## src/rtl/rdiv_pkg.sv

```systemverilog
package rdiv_pkg;

    typedef enum logic {
        ST_IDLE = 1'b0,
        ST_RUN  = 1'b1
    } run_state_e;

endpackage

```

## src/rtl/rdiv_adder.sv

```systemverilog
// Ripple-carry adder shared by the fit test and the subtraction.
module rdiv_adder #(
    parameter int W = 9
) (
    input  logic [W-1:0] x,
    input  logic [W-1:0] y,
    input  logic         cin,
    output logic [W-1:0] sum,
    output logic         cout
);

    logic [W:0] carry;

    assign carry[0] = cin;

    for (genvar i = 0; i < W; i++) begin : g_bit
        assign sum[i]       = x[i] ^ y[i] ^ carry[i];
        assign carry[i + 1] = (x[i] & y[i]) | (carry[i] & (x[i] ^ y[i]));
    end

    assign cout = carry[W];

endmodule

```

## src/rtl/rdiv_step.sv

```systemverilog
// One restoring step: shift the rem:quo pair left, try to subtract the divisor.
module rdiv_step #(
    parameter int N = 8
) (
    input  logic [N:0]   rem_in,
    input  logic [N-1:0] quo_in,
    input  logic [N:0]   dinv,      // {1'b1, ~divisor}
    output logic [N:0]   rem_out,
    output logic [N-1:0] quo_out,
    output logic         fits
);

    logic [N:0]   rem_sh;
    logic [N-1:0] quo_sh;
    logic [N:0]   diff;

    // The top bit of rem_in is always clear, so it can be dropped by the shift.
    assign rem_sh = {rem_in[N-1:0], quo_in[N-1]};
    assign quo_sh = {quo_in[N-2:0], 1'b0};

    // rem_sh + (~d) + 1: carry out is set exactly when rem_sh >= d.
    rdiv_adder #(.W(N + 1)) u_add (
        .x    (rem_sh),
        .y    (dinv),
        .cin  (1'b1),
        .sum  (diff),
        .cout (fits)
    );

    assign rem_out = fits ? diff : rem_sh;
    assign quo_out = {quo_sh[N-1:1], fits};

endmodule

```

## src/rtl/rdiv_ctrl.sv

```systemverilog
// Load / iterate / done sequencing.
module rdiv_ctrl #(
    parameter int N = 8
) (
    input  logic clk,
    input  logic rst,
    input  logic start,
    output logic busy,
    output logic done,
    output logic load,
    output logic step
);
    import rdiv_pkg::*;

    localparam int CW = (N > 2) ? $clog2(N) : 1;

    typedef struct packed {
        run_state_e    st;
        logic [CW-1:0] cnt;
        logic          done;
    } ctrl_s;

    ctrl_s ctl_d, ctl_q;

    always_comb begin
        ctl_d      = ctl_q;
        ctl_d.done = 1'b0;
        load       = 1'b0;
        step       = 1'b0;
        case (ctl_q.st)
            ST_IDLE: begin
                if (start) begin
                    load      = 1'b1;
                    ctl_d.st  = ST_RUN;
                    ctl_d.cnt = CW'(N - 1);
                end
            end
            ST_RUN: begin
                step = 1'b1;
                if (ctl_q.cnt == '0) begin
                    ctl_d.st   = ST_IDLE;
                    ctl_d.done = 1'b1;
                end else begin
                    ctl_d.cnt = ctl_q.cnt - 1'b1;
                end
            end
        endcase
    end

    always_ff @(posedge clk) begin
        if (rst) begin
            ctl_q.st   <= ST_IDLE;
            ctl_q.cnt  <= '0;
            ctl_q.done <= 1'b0;
        end else begin
            ctl_q <= ctl_d;
        end
    end

    assign busy = (ctl_q.st == ST_RUN);
    assign done = ctl_q.done;

    // done lasts a single cycle
    a_r3_done_pulse: assert property (@(posedge clk) disable iff (rst)
        done |=> !done);

    // busy only drops together with done
    a_r3_busy_drop: assert property (@(posedge clk) disable iff (rst)
        $fell(busy) |-> done);

    // a start while running does not restart the sequence
    a_r6_no_reload: assert property (@(posedge clk) disable iff (rst)
        busy |-> !load);

endmodule

```

## src/rtl/restore_divider.sv

```systemverilog
module restore_divider #(
    parameter int N = 8
) (
    input  logic         clk,
    input  logic         rst,
    input  logic         start,
    input  logic [N-1:0] dividend,
    input  logic [N-1:0] divisor,
    output logic         busy,
    output logic         done,
    output logic [N-1:0] quotient,
    output logic [N-1:0] remainder
);

    typedef struct packed {
        logic [N:0]   rem;
        logic [N-1:0] quo;
        logic [N:0]   dinv;
    } dp_s;

    dp_s dp_d, dp_q;

    logic         load, step;
    logic [N:0]   rem_nx;
    logic [N-1:0] quo_nx;
    logic         fits;

    rdiv_ctrl #(.N(N)) u_ctrl (
        .clk   (clk),
        .rst   (rst),
        .start (start),
        .busy  (busy),
        .done  (done),
        .load  (load),
        .step  (step)
    );

    rdiv_step #(.N(N)) u_step (
        .rem_in  (dp_q.rem),
        .quo_in  (dp_q.quo),
        .dinv    (dp_q.dinv),
        .rem_out (rem_nx),
        .quo_out (quo_nx),
        .fits    (fits)
    );

    always_comb begin
        dp_d = dp_q;
        if (load) begin
            dp_d.rem  = '0;
            dp_d.quo  = dividend;
            dp_d.dinv = {1'b1, ~divisor};
        end else if (step) begin
            dp_d.rem = rem_nx;
            dp_d.quo = quo_nx;
        end
    end

    always_ff @(posedge clk) begin
        if (rst) begin
            dp_q.rem  <= '0;
            dp_q.quo  <= '0;
            dp_q.dinv <= '1;
        end else begin
            dp_q <= dp_d;
        end
    end

    assign quotient  = dp_q.quo;
    assign remainder = dp_q.rem[N-1:0];

    // ---------------- checks ----------------
    logic [N-1:0] dcap;
    assign dcap = ~dp_q.dinv[N-1:0];

    // Count the cycles spent busy since the last load.
    logic [31:0] run_len_q;
    always_ff @(posedge clk) begin
        if (rst || load) run_len_q <= '0;
        else if (busy)   run_len_q <= run_len_q + 1;
    end

    // exactly N steps between capture and done
    a_r3_run_length: assert property (@(posedge clk) disable iff (rst)
        done |-> (run_len_q == 32'(N)));

    // the adder carry agrees with a direct magnitude compare
    a_r4_fit_decision: assert property (@(posedge clk) disable iff (rst)
        busy |-> (fits == ({dp_q.rem[N-1:0], dp_q.quo[N-1]} >= {1'b0, dcap})));

    // the final remainder is below a nonzero divisor
    a_r4_rem_below_div: assert property (@(posedge clk) disable iff (rst)
        (done && dcap != '0) |-> (remainder < dcap));

    // a zero divisor gives an all-ones quotient
    a_r5_zero_div: assert property (@(posedge clk) disable iff (rst)
        (done && dcap == '0) |-> (quotient == '1));

    // the extra remainder bit is clear between steps
    a_r9_rem_top_clear: assert property (@(posedge clk) disable iff (rst)
        !dp_q.rem[N]);

    // outputs hold while idle with no accepted start
    a_r7_hold: assert property (@(posedge clk) disable iff (rst)
        (!busy && !load) |=> ($stable(quotient) && $stable(remainder)));

endmodule

```

## config.mk

```make
export PLATFORM = sky130hd
export DESIGN_NAME = restore_divider
export DESIGN_NICKNAME = d
export VERILOG_FILES = /design/src/rtl/rdiv_pkg.sv /design/src/rtl/rdiv_adder.sv /design/src/rtl/rdiv_step.sv /design/src/rtl/rdiv_ctrl.sv /design/src/rtl/restore_divider.sv
export SDC_FILE = /design/constraint.sdc
export NUM_CORES = 1
export LEC_CHECK = 0
export ABC_AREA = 1
export BUFFER_PORTS_ARGS = -buffer_cell sky130_fd_sc_hd__buf_4
export CORE_UTILIZATION = 50
export DETAILED_ROUTE_END_ITERATION = 7
export GPL_TIMING_DRIVEN = 0
export HOLD_SLACK_MARGIN = 0.02
export PLACE_DENSITY = 0.76
export REMOVE_ABC_BUFFERS = 1
export SYNTH_ARGS = -nofsm -noshare
export SYNTH_HDL_FRONTEND = slang
export SYNTH_SLANG_ARGS = --single-unit
```

## constraint.sdc

```tcl
create_clock -name clk -period 4.7 [get_ports clk]
set_clock_uncertainty 0.15 [all_clocks]
set_input_delay 0.235 -clock clk [delete_from_list [all_inputs] [get_ports clk]]
set_output_delay 0.235 -clock clk [all_outputs]
set_load 0.01 [all_outputs]
```

==> summary.md <==
| Metric | Value |
|---|---|
| Outcome | `completed` |
| Area grow syn2layout | `18.9%` |
| Port bufs | `36` |
| Final #Nets | `280` |
| Wire length per cell | `9.84 um` |
| First-pass GRT wire length | `4810 um` |
| Max VDD drop | `0.193 mV` |
| Pin count of the biggest net entering global routing | `29` |
| Post-layout util | `62.8%` |
| Async set-or-reset flop fraction in the synthesized netlist | `0%` |
| Area of the mapped netlist | `0.00161 sq mm` |
| Post-synthesis mux area share | `0%` |
| Post-Route WL | `~2900 um` |
| Commonest non-fill, non-tap cell in the layout | `nand2_1` |
| Syn_area_per_cell | `7.26 sq um` |
| Most frequent cells in the layout | `nand2_1, inv_1, buf_4` |
| Via Count | `1323` |
| Root buf cell | `clkbuf_4` |
| Slew Viols, Final | `0` |
| Simple-Gate Fraction of Synth Area | `25.4%` |
| Crit path buffers/inverters | `7` |
| Final setup violation count | `0` |
| FF+latch count, synth | `29` |
| Cell area power density | `312 mW/mm^2` |
| I/O pin count | `37` |
| Largest family of logic cells by synthesized area | `simple AND/OR/NAND/NOR gates` |
| Worst-path clk slew | `0.09 ns` |
| Clock sinks | `29` |
| Post-synth EDFFs | `0` |
| Synth Area in Adders | `11.0%` |
| LEAKAGE | `1.02 nW` |
| Register area share after synthesis | `between 30% and 40%` |
| Max clock buf depth | `2` |
| Slowest stage delay, CP | `0.39 ns` |
| Top FF cell, synth | `dfxtp_1` |
| Fillers | `288` |
| RSZ-0062 raised after global routing | `false` |
| Vias in the first global route | `1129` |
| Residual DRC count | `0` |
| Gate Count Post-Synth | `222` |
| Hold Vio Cnt, Final | `0` |
| Fin crit period | `3.85 ns` |
| FMAX | `approximately 0.26 GHz` |
| YS warnings | `0` |
| Setup CP Type | `reg2reg` |
| Max_cap viols | `0` |
| Core area | `just over 0.003 sq mm` |
| Relative slew slack | `a little under a third` |
| Post-synthesis xor/xnor area fraction | `0%` |
| Detailed-route vias per instance | `4.48` |
| Placement Setup Slack | `0.856 ns` |
| Worst Path Required | `4.82 ns` |
| Worst-Skew Late Latency | `0.32 ns` |
| Worst-path fanout max | `10` |
| CP endpoint kind | `register` |
| Synth unique cells | `22` |
| Die Ht | `58.8 um` |
| GRT Util Overall | `18.5%` |
| Drt first pass iters | `4` |
| Slowest-stage cell, CP | `fa_1` |
| Tot Pwr | `roughly 0.00060 W` |
| Total area of sequential cells | `581 sq um` |
| Worst setup SP type | `register` |
| DIE AREA | `0.00345 sq mm` |
| HP Class | `in2reg` |
| Die width | `58.8 um` |
| Antenna violations before repair | `0` |
| # H-tree levels | `2` |
| Worst slew pin tran | `1.03 ns` |
| Post-route ant nets | `0` |
| Final setup margin | `between 0.8 and 0.9 ns` |
| Dpl hpwl | `2110 um` |
| GP Congestion | `0.772` |
| Arr. time, crit path | `3.97 ns` |
| Initial core utilization | `52.8%` |
| Area taken by multi-input logic gates | `711 sq um` |
| CTS Buf Count | `5` |
| Antenna diodes | `0` |
| WHS | `0.0425 ns` |
| Crit path cell chain | `inv_1, ha_1, inv_1, fa_1, fa_1, fa_1, fa_1, inv_1, fa_1, inv_1, fa_1, inv_1, fa_1, nand2_2, inv_1, nand2_1, nand3_1, nand2_1, inv_1` |
| Remaining global-route overflow | `0` |
| Initial drt markers | `42` |
| Compound-cell area share of the yosys netlist | `7.69%` |
| Total negative slack | `0 ns` |
| Share of cells above drive strength 1 | `between 20% and 30%` |
| Top cell family by delay on the critical path | `adder cells` |
| Tcrit/Tclk final | `82.0%` |
| Num rows | `20` |
| CTS tree | `done` |
==> tightest hold or removal path: stages <==
cell     delay, ns
buf_4         0.08
nand2_1       0.04
nand3_1       0.05
nand2_1       0.04
inv_1         0.04
==> path summary, 6_finish.rpt <==
| check | depth (start not counted) | slack (ns) | startpoint | to |
|---|---|---|---|---|
| min | 5 | 0.04 | dividend[3] | quotient[3] |
| max | 19 | 0.85 | quotient[7] | remainder[3] |
| min reg2reg | 2 | 0.32 | dp_q[0] | dp_q[0] |
| max reg2reg | 19 | 0.85 | quotient[7] | remainder[3] |
==> logic make-up after synthesis <==
kind of cell,count (synthesis)
flip-flops,29
buffers and inverters,63
AND/OR/NAND/NOR,98
adder cells (fa/ha/maj),10
AO/OA/AOI/OAI,22
==> sequential cells by signal, summed over array words and instances (netlist names) <==
name / cells
dp_q: 8
quotient: 8
remainder: 8
u_ctrl.busy: 1
u_ctrl.ctl_q: 3
u_ctrl.done: 1
==> report_power, final <==
| group | switching (W) | internal [W] | total (W) |
|---|---|---|---|
| combinational | 0.0000862 | 0.0000714 | 0.000158 |
| sequential | 0.0000208 | 0.000266 | 0.000286 |
| clock | 0.0000826 | 0.0000705 | 0.000153 |
==> cell type report <==
class	count	share of cell area (%)
Timing Repair Buffer	45	18.8
Inverter	40	8.09
Multi-Input combinational cell	130	37.1
Sequential cell	29	30.3
Clock buffer	7	2.87
Tap cell	44	2.87
==> through the flow <==
step / cell area, sq um / std cells
6_report: 1920 / 295
4_1_cts: 1920 / 295
2_1_floorplan: 1450 / 199
5_1_grt: 1920 / 295
3_3_place_gp: 1770 / 279
3_5_place_dp: 1770 / 279
==> synthesized netlist by cell type (2+ instances only) <==
master	n	share of area, %
buf_2	3	0.93
buf_4	16	7.5
fa_1	7	8.7
buf_6	2	1.4
nand3_1	18	5.6
a21oi_1	9	2.8
ha_1	3	2.3
nand2_1	61	14
nor2_1	13	3.0
a21oi_2	3	1.6
dfxtp_1	29	36
nand2_2	2	0.78
inv_4	2	0.78
inv_1	38	8.9
o21ai_0	9	2.8
==> what timing repair did <==
item	4_1_cts	5_1_grt
hold endpoints to repair	10	0
resized for setup	0	0
buffers inserted	0	0
hold buffers	9	0
==> routing by layer <==
metal  vias to the layer above  part of all wire, %  global-route usage, %  wire length (um)
met5                         -                    0                      0                 0
met4                         0                  1.7                   8.16                49
met3                         5                  2.7                   3.96                77
met2                        17                   47                   30.2              1360
met1                       590                   49                   23.4              1420
li1                        711                    -                      -                 -
No activity file was read; power rests on OpenSTA's default activity.
